`src/rtl/tdm_rx_pkg.sv`:
```
package tdm_rx_pkg;

  localparam int SMP_W = 32;
  localparam int LEN_W = $clog2(SMP_W) + 1;

  typedef enum logic [1:0] {
    SRC_ADDR  = 2'b00,
    SRC_LEFT  = 2'b01,
    SRC_RIGHT = 2'b10,
    SRC_MIX   = 2'b11
  } mono_src_e;

  function automatic logic [LEN_W-1:0] slot_bits(input logic [1:0] code);
    case (code)
      2'b00:   return LEN_W'(16);
      2'b01:   return LEN_W'(24);
      default: return LEN_W'(32);
    endcase
  endfunction

  function automatic logic [LEN_W-1:0] word_bits(input logic [1:0] code,
                                                 input logic [LEN_W-1:0] slen);
    logic [LEN_W-1:0] w;
    case (code)
      2'b00:   w = LEN_W'(16);
      2'b01:   w = LEN_W'(20);
      2'b10:   w = LEN_W'(24);
      default: w = LEN_W'(32);
    endcase
    return (w > slen) ? slen : w;
  endfunction

endpackage

```
`src/rtl/tdm_rx_sampler.sv`:
```
module tdm_rx_sampler (
  input  logic clk,
  input  logic rst_n,
  input  logic bclk,
  input  logic fsync,
  input  logic sdin,
  input  logic cfg_bclk_fall,
  output logic strobe,
  output logic fs_bit,
  output logic data_bit
);

  logic bclk_q, bclk_qq, fs_q, sd_q;

  always_ff @(posedge clk or negedge rst_n) begin
    if (!rst_n) begin
      bclk_q  <= 1'b0;
      bclk_qq <= 1'b0;
      fs_q    <= 1'b0;
      sd_q    <= 1'b0;
    end else begin
      bclk_q  <= bclk;
      bclk_qq <= bclk_q;
      fs_q    <= fsync;
      sd_q    <= sdin;
    end
  end

  // sampling instant: the chosen bit-clock transition seen in the registered copy
  always_comb begin
    strobe   = cfg_bclk_fall ? (bclk_qq & ~bclk_q) : (~bclk_qq & bclk_q);
    fs_bit   = fs_q;
    data_bit = sd_q;
  end

  // two sampling strobes never fall in adjacent cycles
  a_r3_strobe_spacing: assert property (@(posedge clk) disable iff (!rst_n)
    strobe |=> !strobe);

endmodule

```
`src/rtl/tdm_rx_framer.sv`:
```
module tdm_rx_framer
  import tdm_rx_pkg::*;
#(
  parameter int OFF_W = 5,
  parameter int IDX_W = 5
) (
  input  logic             clk,
  input  logic             rst_n,
  input  logic             strobe,
  input  logic             fs_bit,
  input  logic             cfg_fs_fall,
  input  logic [OFF_W-1:0] cfg_offset,
  input  logic [LEN_W-1:0] slen,
  output logic             frame_start,
  output logic             in_slot,
  output logic [LEN_W-2:0] cur_bit,
  output logic [IDX_W-1:0] cur_idx,
  output logic             synced
);

  logic             fs_prev_r, fs_prev_n;
  logic [OFF_W-1:0] lead_r, lead_n, c_lead;
  logic [LEN_W-2:0] bit_r, bit_n;
  logic [IDX_W-1:0] idx_r, idx_n;
  logic             synced_r, synced_n;

  always_comb begin
    frame_start = strobe && (fs_bit != fs_prev_r) && (fs_bit != cfg_fs_fall);
    if (frame_start) begin
      c_lead  = cfg_offset;
      cur_bit = '0;
      cur_idx = '0;
    end else begin
      c_lead  = lead_r;
      cur_bit = bit_r;
      cur_idx = idx_r;
    end
    in_slot = (c_lead == '0);
    synced  = synced_r;

    fs_prev_n = fs_bit;
    synced_n  = synced_r | frame_start;
    if (!in_slot) begin
      lead_n = c_lead - 1'b1;
      bit_n  = '0;
      idx_n  = '0;
    end else if ({1'b0, cur_bit} == slen - 1'b1) begin
      lead_n = c_lead;
      bit_n  = '0;
      idx_n  = (cur_idx == '1) ? cur_idx : cur_idx + 1'b1;
    end else begin
      lead_n = c_lead;
      bit_n  = cur_bit + 1'b1;
      idx_n  = cur_idx;
    end
  end

  always_ff @(posedge clk or negedge rst_n) begin
    if (!rst_n) begin
      fs_prev_r <= 1'b0;
      lead_r    <= '0;
      bit_r     <= '0;
      idx_r     <= '0;
      synced_r  <= 1'b0;
    end else if (strobe) begin
      fs_prev_r <= fs_prev_n;
      lead_r    <= lead_n;
      bit_r     <= bit_n;
      idx_r     <= idx_n;
      synced_r  <= synced_n;
    end
  end

  // every frame boundary restarts slot numbering at slot 0
  a_r4_frame_restarts_slots: assert property (@(posedge clk) disable iff (!rst_n)
    frame_start |=> (idx_r == '0));

  // slot index never goes backwards inside a frame
  a_r4_idx_monotonic: assert property (@(posedge clk) disable iff (!rst_n)
    (strobe && !frame_start) |=> (idx_r >= $past(idx_r)));

endmodule

```
`src/rtl/tdm_rx_capture.sv`:
```
module tdm_rx_capture
  import tdm_rx_pkg::*;
#(
  parameter int IDX_W = 5,
  parameter int SEL_W = 4
) (
  input  logic             clk,
  input  logic             rst_n,
  input  logic             strobe,
  input  logic             frame_start,
  input  logic             in_slot,
  input  logic [LEN_W-2:0] cur_bit,
  input  logic [IDX_W-1:0] cur_idx,
  input  logic             data_bit,
  input  logic [SEL_W-1:0] slot_sel,
  input  logic [LEN_W-1:0] slen,
  input  logic [LEN_W-1:0] wlen,
  input  logic             rjust,
  output logic [SMP_W-1:0] sample,
  output logic             done
);

  logic [SMP_W-1:0] acc_r, acc_n;
  logic             done_r, done_n;
  logic             hit, in_word;
  logic [LEN_W-1:0] pos, shamt;

  always_comb begin
    pos     = {1'b0, cur_bit};
    hit     = strobe && in_slot && (cur_idx == IDX_W'(slot_sel));
    in_word = rjust ? (pos >= slen - wlen) : (pos < wlen);

    acc_n  = frame_start ? '0 : acc_r;
    done_n = frame_start ? 1'b0 : done_r;
    if (hit && in_word) acc_n = {acc_n[SMP_W-2:0], data_bit};
    if (hit && (pos == slen - 1'b1)) done_n = 1'b1;

    shamt  = LEN_W'(SMP_W) - wlen;
    sample = done_r ? (acc_r << shamt) : '0;
    done   = done_r;
  end

  always_ff @(posedge clk or negedge rst_n) begin
    if (!rst_n) begin
      acc_r  <= '0;
      done_r <= 1'b0;
    end else if (strobe) begin
      acc_r  <= acc_n;
      done_r <= done_n;
    end
  end

  // completion state only moves on a sampling strobe
  a_r10_done_on_strobe_only: assert property (@(posedge clk) disable iff (!rst_n)
    !strobe |=> $stable(done_r));

endmodule

```
`src/rtl/tdm_slot_rx.sv`:
```
module tdm_slot_rx
  import tdm_rx_pkg::*;
#(
  parameter int OFF_W = 5,
  parameter int SEL_W = 4,
  parameter int IDX_W = SEL_W + 1
) (
  input  logic             clk,
  input  logic             rst_n,
  input  logic             bclk,
  input  logic             fsync,
  input  logic             sdin,
  input  logic             cfg_fs_fall,
  input  logic             cfg_bclk_fall,
  input  logic [OFF_W-1:0] cfg_offset,
  input  logic [1:0]       cfg_slot_len,
  input  logic [1:0]       cfg_word_len,
  input  logic             cfg_right_just,
  input  logic [SEL_W-1:0] cfg_left_slot,
  input  logic [SEL_W-1:0] cfg_right_slot,
  input  logic [1:0]       cfg_mono_src,
  input  logic [SEL_W-1:0] addr_slot,
  output logic [SMP_W-1:0] mono_data,
  output logic             mono_valid
);

  localparam int N_CAP = 2;

  logic             strobe, fs_bit, data_bit;
  logic             frame_start, in_slot, synced;
  logic [LEN_W-2:0] cur_bit;
  logic [IDX_W-1:0] cur_idx;
  logic [LEN_W-1:0] slen, wlen;
  mono_src_e        src;
  logic [SEL_W-1:0] cap_sel  [N_CAP];
  logic [SMP_W-1:0] cap_smp  [N_CAP];
  logic             cap_done [N_CAP];
  logic [SMP_W:0]   mix_sum;
  logic [SMP_W-1:0] data_r, data_n;
  logic             valid_r, valid_n;

  always_comb begin
    slen = slot_bits(cfg_slot_len);
    wlen = word_bits(cfg_word_len, slen);
    src  = mono_src_e'(cfg_mono_src);
    case (src)
      SRC_ADDR:  cap_sel[0] = addr_slot;
      SRC_RIGHT: cap_sel[0] = cfg_right_slot;
      default:   cap_sel[0] = cfg_left_slot;
    endcase
    cap_sel[1] = cfg_right_slot;
  end

  tdm_rx_sampler u_sampler (
    .clk           (clk),
    .rst_n         (rst_n),
    .bclk          (bclk),
    .fsync         (fsync),
    .sdin          (sdin),
    .cfg_bclk_fall (cfg_bclk_fall),
    .strobe        (strobe),
    .fs_bit        (fs_bit),
    .data_bit      (data_bit)
  );

  tdm_rx_framer #(.OFF_W(OFF_W), .IDX_W(IDX_W)) u_framer (
    .clk         (clk),
    .rst_n       (rst_n),
    .strobe      (strobe),
    .fs_bit      (fs_bit),
    .cfg_fs_fall (cfg_fs_fall),
    .cfg_offset  (cfg_offset),
    .slen        (slen),
    .frame_start (frame_start),
    .in_slot     (in_slot),
    .cur_bit     (cur_bit),
    .cur_idx     (cur_idx),
    .synced      (synced)
  );

  for (genvar g = 0; g < N_CAP; g++) begin : g_cap
    tdm_rx_capture #(.IDX_W(IDX_W), .SEL_W(SEL_W)) u_cap (
      .clk         (clk),
      .rst_n       (rst_n),
      .strobe      (strobe),
      .frame_start (frame_start),
      .in_slot     (in_slot),
      .cur_bit     (cur_bit),
      .cur_idx     (cur_idx),
      .data_bit    (data_bit),
      .slot_sel    (cap_sel[g]),
      .slen        (slen),
      .wlen        (wlen),
      .rjust       (cfg_right_just),
      .sample      (cap_smp[g]),
      .done        (cap_done[g])
    );
  end

  always_comb begin
    mix_sum = {cap_smp[0][SMP_W-1], cap_smp[0]} + {cap_smp[1][SMP_W-1], cap_smp[1]};
    valid_n = frame_start && synced;
    data_n  = (src == SRC_MIX) ? mix_sum[SMP_W:1] : cap_smp[0];
  end

  always_ff @(posedge clk or negedge rst_n) begin
    if (!rst_n) begin
      valid_r <= 1'b0;
      data_r  <= '0;
    end else begin
      valid_r <= valid_n;
      if (valid_n) data_r <= data_n;
    end
  end

  assign mono_data  = data_r;
  assign mono_valid = valid_r;

  // a synced boundary always yields a strobe in the next cycle
  a_r11_valid_after_boundary: assert property (@(posedge clk) disable iff (!rst_n)
    (frame_start && synced) |=> mono_valid);

  // no strobe without a synced boundary
  a_r11_no_spurious_valid: assert property (@(posedge clk) disable iff (!rst_n)
    !(frame_start && synced) |=> !mono_valid);

  // strobe is one cycle wide
  a_r11_single_pulse: assert property (@(posedge clk) disable iff (!rst_n)
    mono_valid |=> !mono_valid);

  // an incomplete single-slot selection comes out as zero
  a_r10_muted_slot: assert property (@(posedge clk) disable iff (!rst_n)
    (frame_start && synced && (src != SRC_MIX) && !cap_done[0]) |=> (mono_data == '0));

endmodule

```
`config.mk`:
```
export PLATFORM = sky130hd
export DESIGN_NAME = tdm_slot_rx
export DESIGN_NICKNAME = d
export VERILOG_FILES = /design/src/rtl/tdm_rx_pkg.sv /design/src/rtl/tdm_rx_sampler.sv /design/src/rtl/tdm_rx_framer.sv /design/src/rtl/tdm_rx_capture.sv /design/src/rtl/tdm_slot_rx.sv
export SDC_FILE = /design/constraint.sdc
export NUM_CORES = 1
export LEC_CHECK = 0
export ABC_AREA = 1
export BUFFER_PORTS_ARGS = -buffer_cell sky130_fd_sc_hd__buf_4
export CORE_MARGIN = 2
export CORE_UTILIZATION = 55
export DETAILED_ROUTE_END_ITERATION = 8
export HOLD_SLACK_MARGIN = 0.15
export PLACE_DENSITY = 0.86
export SETUP_SLACK_MARGIN = 0.5
export SLEW_MARGIN = 15
export SYNTH_ARGS = -nofsm -noshare
export SYNTH_HDL_FRONTEND = slang
export SYNTH_SLANG_ARGS = --single-unit
```
`constraint.sdc`:
```
create_clock -name clk -period 3 [get_ports clk]
set_input_delay 0.6 -clock clk [delete_from_list [all_inputs] [get_ports clk]]
set_output_delay 0.6 -clock clk [all_outputs]
set_load 0.05 [all_outputs]
```
==> results of run 1 <==
## routing by layer
metal,GRT overflow,track usage [%]
met1,0,71.0
met2,2,87.5
met3,0,56.6
met4,3,68.8
met5,0,43.6
## synthesized netlist by cell type, types with 4 or more instances
cell type,instances
nand3_1,122
buf_1,12
inv_2,5
xor2_1,22
a21o_1,4
xnor2_1,8
o21a_1,7
o21bai_1,8
dfrtp_1,120
o21ai_0,132
a21oi_1,78
nand2_1,431
nor3_1,11
nor2_1,132
nand2_2,5
nand3b_1,4
ha_1,45
a31oi_1,8
o211ai_1,29
clkbuf_1,44
buf_2,9
o22ai_1,5
o21ai_1,33
inv_1,146
## per-stage QoR
step                hold slack (ns)  setup TNS (ns)  worst slack [ns]  std cells
floorplan                     0.304          -42.92             -1.12       1462
global placement              0.376          -76.19             -1.60       1936
detailed placement            0.382          -88.65             -1.70       1936
CTS                           0.264          -29.67            -0.800       2045
## timing repair
action                     in CTS
gates resized for setup       340
cloned                          9
hold buffers                    1
hold endpoints to repair       30
pin swaps                     126
setup buffers                  67
setup endpoints to repair     100
## cells by family after synthesis
logic type	after synthesis	synth area share [%]
AND/OR/NAND/NOR	718	30.9
AO/OA/AOI/OAI	324	19.3
buffers and inverters	223	9.20
flip-flops	120	31.6
adder cells (fa/ha/maj)	46	6.13
XOR/XNOR	30	2.76
multiplexers	1	0.105
==> impl_metrics.yaml, run 1 <==
global_routing:
  first_global_vias: 16000
  overflow: 5
  grt_max_degree: 60
  grt_pass1_wl_um: 97100
  grt.total_usage_pct: 71.5
cts:
  cts.path.max_buffers: 2
  ctsHtreeMaxLevel: 4
  cts_buffers: 17
  clock-sinks: 120
  root_buffer: "clkbuf_16"
synth:
  synth_top_area_cell: "dfrtp_1"
  synth_top_area_share_pct: 31.6
  syn_inst: 1462
  syn_area_mm2: 0.00952
  synthArstFlopShare_pct: 100
  synth_seq_cells: 120
  synth_cell_types: 51
  synth_seq_area_share_pct: 31.6
  avgSynthCellArea_um2: 6.51
  synth.net_count: 1539
  yosys_warnings: 0
  synth-main-ff-cell: "dfrtp_1"
  netlist_top_cells_area: "dfrtp_1 32%, nand2_1 17%, o21ai_0 6.9%"
  synth_edf_count: 0
floorplanning:
  io_pins: 64
  die_y_um: 136
  die_x_um: 136
  num_rows: 48
  initial_core_util_pct: 55.6
place:
  gp_congestion: 1.01
  placed_area_mm2: 0.0122
  dp.final_hpwl_um: 24100
  portBuffers: 63
run_status:
  error_line: "[ERROR GRT-0116] Global routing finished with congestion. Check the congestion regions in the DRC Viewer."
  status: "did not finish"
  lastStage: "5_1_grt"
==> run 2: changes to the inputs <==
--- a/config.mk
+++ b/config.mk
@@ -8,11 +8,9 @@
 export ABC_AREA = 1
 export BUFFER_PORTS_ARGS = -buffer_cell sky130_fd_sc_hd__buf_4
 export CORE_MARGIN = 2
-export CORE_UTILIZATION = 55
+export CORE_UTILIZATION = 40
 export DETAILED_ROUTE_END_ITERATION = 8
-export HOLD_SLACK_MARGIN = 0.15
-export PLACE_DENSITY = 0.86
-export SETUP_SLACK_MARGIN = 0.5
+export PLACE_DENSITY_LB_ADDON = 0.15
 export SLEW_MARGIN = 15
 export SYNTH_ARGS = -nofsm -noshare
 export SYNTH_HDL_FRONTEND = slang
==> constraint.sdc (replaced) <==
create_clock -name clk -period 3.9 [get_ports clk]
set_input_delay 0.78 -clock clk [delete_from_list [all_inputs] [get_ports clk]]
set_output_delay 0.78 -clock clk [all_outputs]
set_load 0.05 [all_outputs]
==> run 2 against run 1 <==
Effect of this change:
- the flow now finishes, with violations (negative setup slack)
- synthesized cell count stayed put
- synthesized area stayed put
==> impl_metrics.yaml, run 2 <==
run_status:
  status: "complete, but fails checks"
  failed_checks: "negative setup slack"
worst_setup_path:
  cp-end-kind: "register"
  rr_startpoint: "g_cap[1].u_cap.acc_r[17]"
  max_stage_delay_ns: 0.38
  critPathLaunchType: "input pin"
  cp-startpoint: "cfg_word_len[0]"
  setup.worst_path.end: "mono_data[23]"
  critical_path_class: "in2reg"
  cpMostUsedCell: "nand2_2"
  timing.rr.end: "mono_data[23]"
  cp_data_arrival_time_ns: 4.48
  r2r_cells: 16
  crit_path_max_fanout: 7
  slowest_stage: "ha_4"
  r2r_slack_ns: 0.73
  cp.required_ns: 4.27
floorplanning:
  die_y_um: 158
  num_rows: 56
  core_area_mm2: 0.0234
  dieArea_mm2: 0.0250
  initial_core_util_pct: 40.7
  io_pins: 64
  die_x_um: 158
place:
  placed_area_mm2: 0.0123
  dp.final_hpwl_um: 24500
  gp_congestion: 1.01
  portBuffers: 63
  place_ws_ns: -1.11
synth:
  synth_top_area_cell: "dfrtp_1"
  syn_inst: 1462
  netlist_top_cells_area: "dfrtp_1 32%, nand2_1 17%, o21ai_0 6.9%"
  synth_edf_count: 0
  synth.net_count: 1539
  synth_seq_area_share_pct: 31.6
  synth_most_common_cell: "nand2_1"
  avgSynthCellArea_um2: 6.51
  synthArstFlopShare_pct: 100
  synth_seq_cells: 120
  syn_area_mm2: 0.00952
  yosys_warnings: 0
  synth_cell_types: 51
  synth_top_area_share_pct: 31.6
  synth-main-ff-cell: "dfrtp_1"
  synth_commonest_cells: "431 x nand2_1, 146 x inv_1, 132 x nor2_1, 132 x o21ai_0, 122 x nand3_1"
layout:
  drive_above_1_share_pct: 38.0
  finalInstanceArea_mm2: 0.0150
  final_common_cell: "nand2_1"
  area_delta_synth_final_pct: 57.3
  largest_reg_flops: 64
  antennaDiodeCount: 0
  final_util_pct: 64.0
  largest_register: "g_cap.u_cap.acc_r"
  regArea_mm2: 0.00300
  fill_cells: 2050
  fin_nets: 1849
  mostFrequentLayoutCells: "378 x nand2_1, 315 x buf_4, 122 x inv_1"
  multi_input_area_mm2: 0.00722
flow_run:
  maxCapViolations: 0
global_routing:
  first_global_vias: 10200
  grt_max_degree: 59
  overflow: 0
  grt.total_usage_pct: 27.0
  grt_pass1_wl_um: 53000
  antenna_found_initial: 0
timing:
  post-route-min-period_ns: 4.11
  setup_viol: 9
  rsz0062_at_grt: "yes"
  period_share_pct: 105
  setup_slack_ns: -0.213
  fin_skew_ns: 0.0158
  hold_viol_final: 0
  drv_slew: 0
  tightest_slew_ns: 0.795
  clock.fmax_mhz: 243
  max-slew-margin-rel_pct: 46.6
  hold_slack_ns: 0.355
detailed_routing:
  drtPass1Iterations: 5
  routedWlPerCell_um: 16.8
  drc: 0
  wirelength_um: 35400
  vias: 11000
  ant_nets: 0
  drt_iter0_drc: 890
  viasPerCell: 5.25
worst_hold_path:
  hold_class: "in2async"
cts:
  root_buffer: "clkbuf_16"
  cts_buffers: 17
  ctsHtreeMaxLevel: 4
  tritoncts: "done"
  path_clk_slew_ns: 0.08
  clock-sinks: 120
  cts.path.max_buffers: 2
  clock_latency_ns: 0.44
power_and_ir_drop:
  ir_drop_mv: 0.245
  p_leak_nw: 7.01
  totalPowerFinal_mw: 5.36
  power.density_mw_per_mm2: 358
[run 2: cells by family after synthesis]
group,after synthesis,share of synthesized area (%)
flops,120,31.6
mux,1,0.105
fa+ha+maj,46,6.13
buf+inv,223,9.20
simple gates,718,30.9
xor+xnor,30,2.76
compound gates,324,19.3
[run 2: power by group]
group          switching, mW  internal (mW)  leakage [nW]
registers             0.0953           1.42          1.62
clock network          0.727          0.969         0.292
logic                   1.29          0.859          5.10
total                   2.12           3.25          7.01
[run 2: how the worst min path moves through the flow]
stage	start	to	slack, ns
floorplan	u_sampler.bclk_q	u_sampler.bclk_qq	0.37
global placement	u_sampler.bclk_q	u_sampler.bclk_qq	0.37
detailed placement	u_sampler.bclk_q	u_sampler.bclk_qq	0.38
CTS	rst_n	mono_data[2]	0.38
global route	rst_n	mono_data[5]	0.41
finish	rst_n	mono_data[3]	0.35
[run 2: metrics by stage]
step | std cells | TNS (ns)
finish | 2104 | -0.977
global route | 2104 | -4.07
CTS | 2080 | -0.746
detailed placement | 2025 | -22.86
global placement | 2025 | -19.99
floorplan | 1462 | -3.42
[run 2: layout make-up]
class,instances,area share [%]
Multi-Input combinational cell,1119,48.2
Timing Repair Buffer,360,20.9
Sequential cell,120,20.1
Inverter,154,4.06
Clock buffer,17,2.84
Tap cell,319,2.67
Clock inverter,15,1.20
[run 2: worst max-delay path, delay by kind of cell]
kind | cells | cell delay (ns)
fa+ha+maj | 3 | 0.95
compound gates | 7 | 1.08
buf+inv | 8 | 0.66
simple gates | 11 | 0.97
[run 2: layer usage]
metal | up-vias | GRT usage (%) | part of all wire (%)
met5 | - | 0 | 0
met4 | 0 | 9.95 | 3.8
met3 | 83 | 3.64 | 5.1
met2 | 352 | 42.8 | 46
met1 | 5175 | 37.4 | 45
li1 | 5430 | - | -
[run 2: what timing repair did]
| action | in CTS | in global routing |
|---|---|---|
| resized for setup | 148 | 252 |
| cloned | 3 | 6 |
| setup buffers | 21 | 21 |
| pin swaps | 56 | 129 |
| hold buffers | 0 | 0 |
| endpoints found under the setup margin | 24 | 90 |
No activity file was read; power rests on OpenSTA's default activity.
==> run 3: changes to the inputs <==
--- a/config.mk
+++ b/config.mk
@@ -11,6 +11,7 @@
 export CORE_UTILIZATION = 40
 export DETAILED_ROUTE_END_ITERATION = 8
 export PLACE_DENSITY_LB_ADDON = 0.15
+export RECOVER_POWER = 50
 export SLEW_MARGIN = 15
 export SYNTH_ARGS = -nofsm -noshare
 export SYNTH_HDL_FRONTEND = slang
==> run 3 against run 2 <==
Effect of this change:
- cell count unchanged
- clock skew about the same
- via count up 0.29%
- the run ends with max-capacitance violations, max-slew violations, negative setup slack left
- non-clock buffer count unchanged
- cell area down 0.19%
- flip-flop and latch count unchanged
- combinational power about the same
- maximum frequency down 0.18%
- core utilization down 0.12 points
- critical path depth unchanged
- count of clock-buffer cells in the layout unchanged
- largest cell class unchanged
- first-iteration DRC count down 3.8%
- largest power group unchanged
==> impl_metrics.yaml, run 3 (same netlist as run 2, synthesis figures left out) <==
power_and_ir_drop:
  ir_drop_mv: 0.247
  power.density_mw_per_mm2: 359
  totalPowerFinal_mw: 5.36
  p_leak_nw: 6.99
detailed_routing:
  vias: 11100
  viasPerCell: 5.26
  ant_nets: 0
  routedWlPerCell_um: 16.9
  drc: 0
  drtPass1Iterations: 8
  wirelength_um: 35500
  drt_iter0_drc: 856
global_routing:
  antenna_found_initial: 0
  grt.total_usage_pct: 27.0
  overflow: 0
  grt_max_degree: 59
  first_global_vias: 10200
  grt_pass1_wl_um: 53000
cts:
  clock_latency_ns: 0.44
  path_clk_slew_ns: 0.07
  cts_buffers: 17
  cts.path.max_buffers: 2
  ctsHtreeMaxLevel: 4
  clock-sinks: 120
  tritoncts: "done"
  root_buffer: "clkbuf_16"
floorplanning:
  io_pins: 64
  die_y_um: 158
  dieArea_mm2: 0.0250
  core_area_mm2: 0.0234
  initial_core_util_pct: 40.7
  die_x_um: 158
  num_rows: 56
timing:
  fin_skew_ns: 0.0156
  setup_slack_ns: -0.220
  setup_viol: 10
  clock.fmax_mhz: 243
  rsz0062_at_grt: "yes"
  drv_slew: 48
  hold_viol_final: 0
  post-route-min-period_ns: 4.12
  period_share_pct: 106
  max-slew-margin-rel_pct: -75.3
  tightest_slew_ns: 2.63
worst_setup_path:
  slowest_stage: "ha_4"
  r2r_slack_ns: 0.27
  crit_path_max_fanout: 7
  cp-end-kind: "register"
  cp_data_arrival_time_ns: 4.49
  max_stage_delay_ns: 0.38
  critical_path_class: "in2reg"
  r2r_cells: 17
  cp.required_ns: 4.27
  timing.rr.end: "u_framer.idx_r[2]"
  rr_startpoint: "u_sampler.fs_bit"
  cpMostUsedCell: "nand2_2"
  critPathLaunchType: "input pin"
layout:
  final_util_pct: 63.8
  fin_nets: 1849
  multi_input_area_mm2: 0.00722
  mostFrequentLayoutCells: "378 x nand2_1, 308 x buf_4, 122 x inv_1"
  largest_reg_flops: 64
  finalInstanceArea_mm2: 0.0149
  area_delta_synth_final_pct: 57.0
  drive_above_1_share_pct: 37.8
  regArea_mm2: 0.00300
  fill_cells: 2053
  largest_register: "g_cap.u_cap.acc_r"
  final_common_cell: "nand2_1"
  antennaDiodeCount: 0
worst_hold_path:
  min_from: "u_sampler.bclk_q"
  hold_class: "reg2reg"
  holdPathStages: 0
  min_to: "u_sampler.bclk_qq"
place:
  dp.final_hpwl_um: 24500
  gp_congestion: 1.01
  placed_area_mm2: 0.0123
  portBuffers: 63
run_status:
  failed_checks: "max-capacitance violations, max-slew violations, negative setup slack"
  status: "complete, but fails checks"
flow_run:
  maxCapViolations: 1
==> run 3: stage by stage <==
stage | setup TNS, ns | setup slack (ns) | hold WS, ns | instances
global placement | -19.99 | -1.13 | 0.374 | 2025
global route | -10.74 | -0.350 | 0.407 | 2104
detailed placement | -22.86 | -1.11 | 0.384 | 2025
CTS | -0.746 | -0.0857 | 0.380 | 2080
floorplan | -3.42 | -0.403 | 0.366 | 1462
finish | -1.02 | -0.220 | 0.399 | 2104
==> run 3: worst max path at each step <==
stage | start | to | slack (ns) | cells after the start
5_1_grt | cfg_word_len[0] | mono_data[29] | -0.35 | 29
3_5_place_dp | cfg_word_len[0] | mono_data[31] | -1.11 | 24
4_1_cts | cfg_word_len[1] | mono_data[31] | -0.09 | 31
3_3_place_gp | cfg_word_len[0] | mono_data[31] | -1.13 | 24
6_report | cfg_word_len[0] | mono_data[23] | -0.22 | 29
2_1_floorplan | cfg_slot_len[1] | mono_data[31] | -0.40 | 23
==> run 3: where the power goes <==
| part | total (mW) | leakage, nW | switching (mW) | internal [mW] |
|---|---|---|---|---|
| combinational | 2.15 | 5.08 | 1.30 | 0.856 |
| sequential | 1.51 | 1.62 | 0.0952 | 1.42 |
| clock | 1.70 | 0.292 | 0.730 | 0.969 |
==> run 3: routing by layer <==
metal  wire, µm  GRT usage, %
met3       1920          3.64
met2      16400          42.8
met5          0             0
met1      15900          37.4
met4       1350          9.95
==> run 3: worst max-delay path: cells and delay by family <==
family          cells  cell delay (ns)
compound gates      7             1.09
fa+ha+maj           3             0.95
buf+inv             8             0.67
simple gates       11             0.97
==> run 3: timing repair <==
item / 4_1_cts / 5_1_grt
pin swaps: 56 / 129
endpoints found under the hold margin: 0 / 0
gates resized for setup: 148 / 252
gates cloned: 3 / 6
buffers inserted: 21 / 21
hold buffers: 0 / 0
setup endpoints to repair: 24 / 90
==> run 3: layout make-up <==
class	count	share of cell area, %
inverters	154	4.07
clock inverters	15	1.20
repair buffers	360	20.8
multi-input cells	1119	48.3
flip-flops and latches	120	20.1
clock buffers	17	2.85
well taps	319	2.67
==> run 4: changes to the inputs <==
--- a/config.mk
+++ b/config.mk
@@ -10,7 +10,7 @@
 export CORE_MARGIN = 2
 export CORE_UTILIZATION = 40
 export DETAILED_ROUTE_END_ITERATION = 8
-export PLACE_DENSITY_LB_ADDON = 0.15
+export PLACE_DENSITY_LB_ADDON = 0.3
 export RECOVER_POWER = 50
 export SLEW_MARGIN = 15
 export SYNTH_ARGS = -nofsm -noshare
==> run 4 against run 3 <==
Effect of this change:
- the run still ends with max-capacitance violations, max-slew violations, negative setup slack left
- sequential share of layout area up 1.0 points
- combinational power shrank 7%
- first-iteration DRC count down 5.3%
- clock power is 6% lower
- flip-flop and latch count did not move
- cell area fell by 4.9%
- critical path type unchanged
- largest power group unchanged
==> impl_metrics.yaml, run 4 (same netlist as run 2, synthesis figures left out) <==
layout:
  largest_reg_flops: 64
  mostFrequentLayoutCells: "389 x nand2_1, 295 x buf_4, 132 x inv_1"
  antennaDiodeCount: 0
  drive_above_1_share_pct: 34.2
  largest_register: "g_cap.u_cap.acc_r"
  area_delta_synth_final_pct: 49.3
  final_common_cell: "nand2_1"
  fin_nets: 1824
detailed_routing:
  vias: 10900
  ant_nets: 0
  wirelength_um: 33200
  drc: 0
  drt_iter0_drc: 811
  drtPass1Iterations: 7
  viasPerCell: 5.24
  routedWlPerCell_um: 16.0
timing:
  hold_viol_final: 0
  clock.fmax_mhz: 242
  max-slew-margin-rel_pct: -97.6
  drv_slew: 54
  setup_slack_ns: -0.239
  fin_skew_ns: 0.0216
  post-route-min-period_ns: 4.14
  rsz0062_at_grt: "yes"
  tightest_slew_ns: 2.96
  setup_viol: 16
  fin_tns_setup_ns: -1.67
  period_share_pct: 106
global_routing:
  antenna_found_initial: 0
  overflow: 0
  gr-usage-met2_pct: 43.8
  grt_max_degree: 68
  use_met1_pct: 35.9
  first_global_vias: 10100
  grt.total_usage_pct: 26.6
  grt_pass1_wl_um: 52200
  grt-busiest-layer: "met2"
  grt_use_met3_pct: 3.75
worst_setup_path:
  critPathLaunchType: "input pin"
  slowest_stage: "nor4_4"
  crit_buf_inv: 9
  crit_path_max_fanout: 7
  critical_path_class: "in2reg"
  cp_data_arrival_time_ns: 4.50
  cp_top_family: "simple AND/OR/NAND/NOR gates"
  max_stage_delay_ns: 0.35
  cp.required_ns: 4.26
  cp-end-kind: "register"
  cpMostUsedCell: "nand2_4"
floorplanning:
  num_rows: 56
  initial_core_util_pct: 40.7
  dieArea_mm2: 0.0250
  io_pins: 64
  die_x_um: 158
  core_area_mm2: 0.0234
  die_y_um: 158
power_and_ir_drop:
  power.density_mw_per_mm2: 359
  ir_drop_mv: 0.304
  p_leak_nw: 6.74
  totalPowerFinal_mw: 5.10
run_status:
  failed_checks: "max-capacitance violations, max-slew violations, negative setup slack"
  status: "complete, but fails checks"
cts:
  path_clk_slew_ns: 0.07
  tritoncts: "done"
  cts_hold_buf: 0
  cts_buffers: 17
  clock_latency_ns: 0.44
  ctsHtreeMaxLevel: 4
  clock-sinks: 120
  cts.path.max_buffers: 2
  root_buffer: "clkbuf_16"
place:
  portBuffers: 63
  dp.final_hpwl_um: 24300
  gp_congestion: 0.984
  place_ws_ns: -1.20
flow_run:
  maxCapViolations: 1
worst_hold_path:
  hold_class: "reg2reg"
run 4: cell types whose count changed in the layout (fill, tap and decap cells not counted), moves of 5 or more:
cell and delta:
nor2_4 -14, buf_4 -13, o21ai_1 -9, ha_1 +6, inv_2 -7, inv_1 +10
ha_4 -5, nand2_2 -10, nand3_1 +9, nor2_2 +11, o21ai_0 +12, nand2_1 +11
nand3_2 -9
run 4: worst paths after layout:
| kind | cells past startpoint | to | slack, ns | startpoint |
|---|---|---|---|---|
| setup / recovery | 28 | mono_data[25] | -0.24 | cfg_word_len[0] |
| hold / removal | 0 | u_sampler.bclk_qq | 0.41 | u_sampler.bclk_q |
| setup reg to reg | 16 | u_framer.idx_r[2] | 0.50 | u_sampler.bclk_q |
| hold reg to reg | 0 | u_sampler.bclk_qq | 0.41 | u_sampler.bclk_q |
| max in group asynchronous | 1 | g_cap[0].u_cap.acc_r[17] | 0.90 | rst_n |
| min in group asynchronous | 1 | mono_data[1] | 1.28 | rst_n |
run 4: metal layers:
layer | share of wire, % | vias up
met2 | 47 | 343
met5 | 0 | -
met4 | 3.3 | 0
li1 | - | 5382
met1 | 45 | 5099
met3 | 4.7 | 79
run 4: stage by stage:
stage                     hold slack (ns)  area (µm²)  std cells  util [%]
after floorplan                     0.366        9820       1462         -
after global placement              0.375       12200       2020      52.3
after detailed placement            0.394       12200       2020      52.3
after CTS                           0.398       13400       2058      57.1
after global routing                0.421       14200       2079      60.7
final                               0.414       14200       2079      60.7
run 4: layout make-up:
cell class                 instances  area, µm²
clock buffer                      18        429
clock inverter                    14        141
fill                            2108       9200
inverter                         154        596
multi-input combinational       1119       6850
sequential                       120       3000
tap                              319        399
timing repair buffer             335       2790
run 4: power breakdown:
part	switching, mW	internal (mW)
registers	0.0884	1.42
clock network	0.704	0.896
logic	1.22	0.765
run 4: timing repair:
action                                  4_1_cts  5_1_grt
resized for setup                           121      162
buffers inserted                              9       20
hold endpoints to repair                      0        0
endpoints found under the setup margin       22       25
cloned                                        1        2
pin swaps                                    35       61
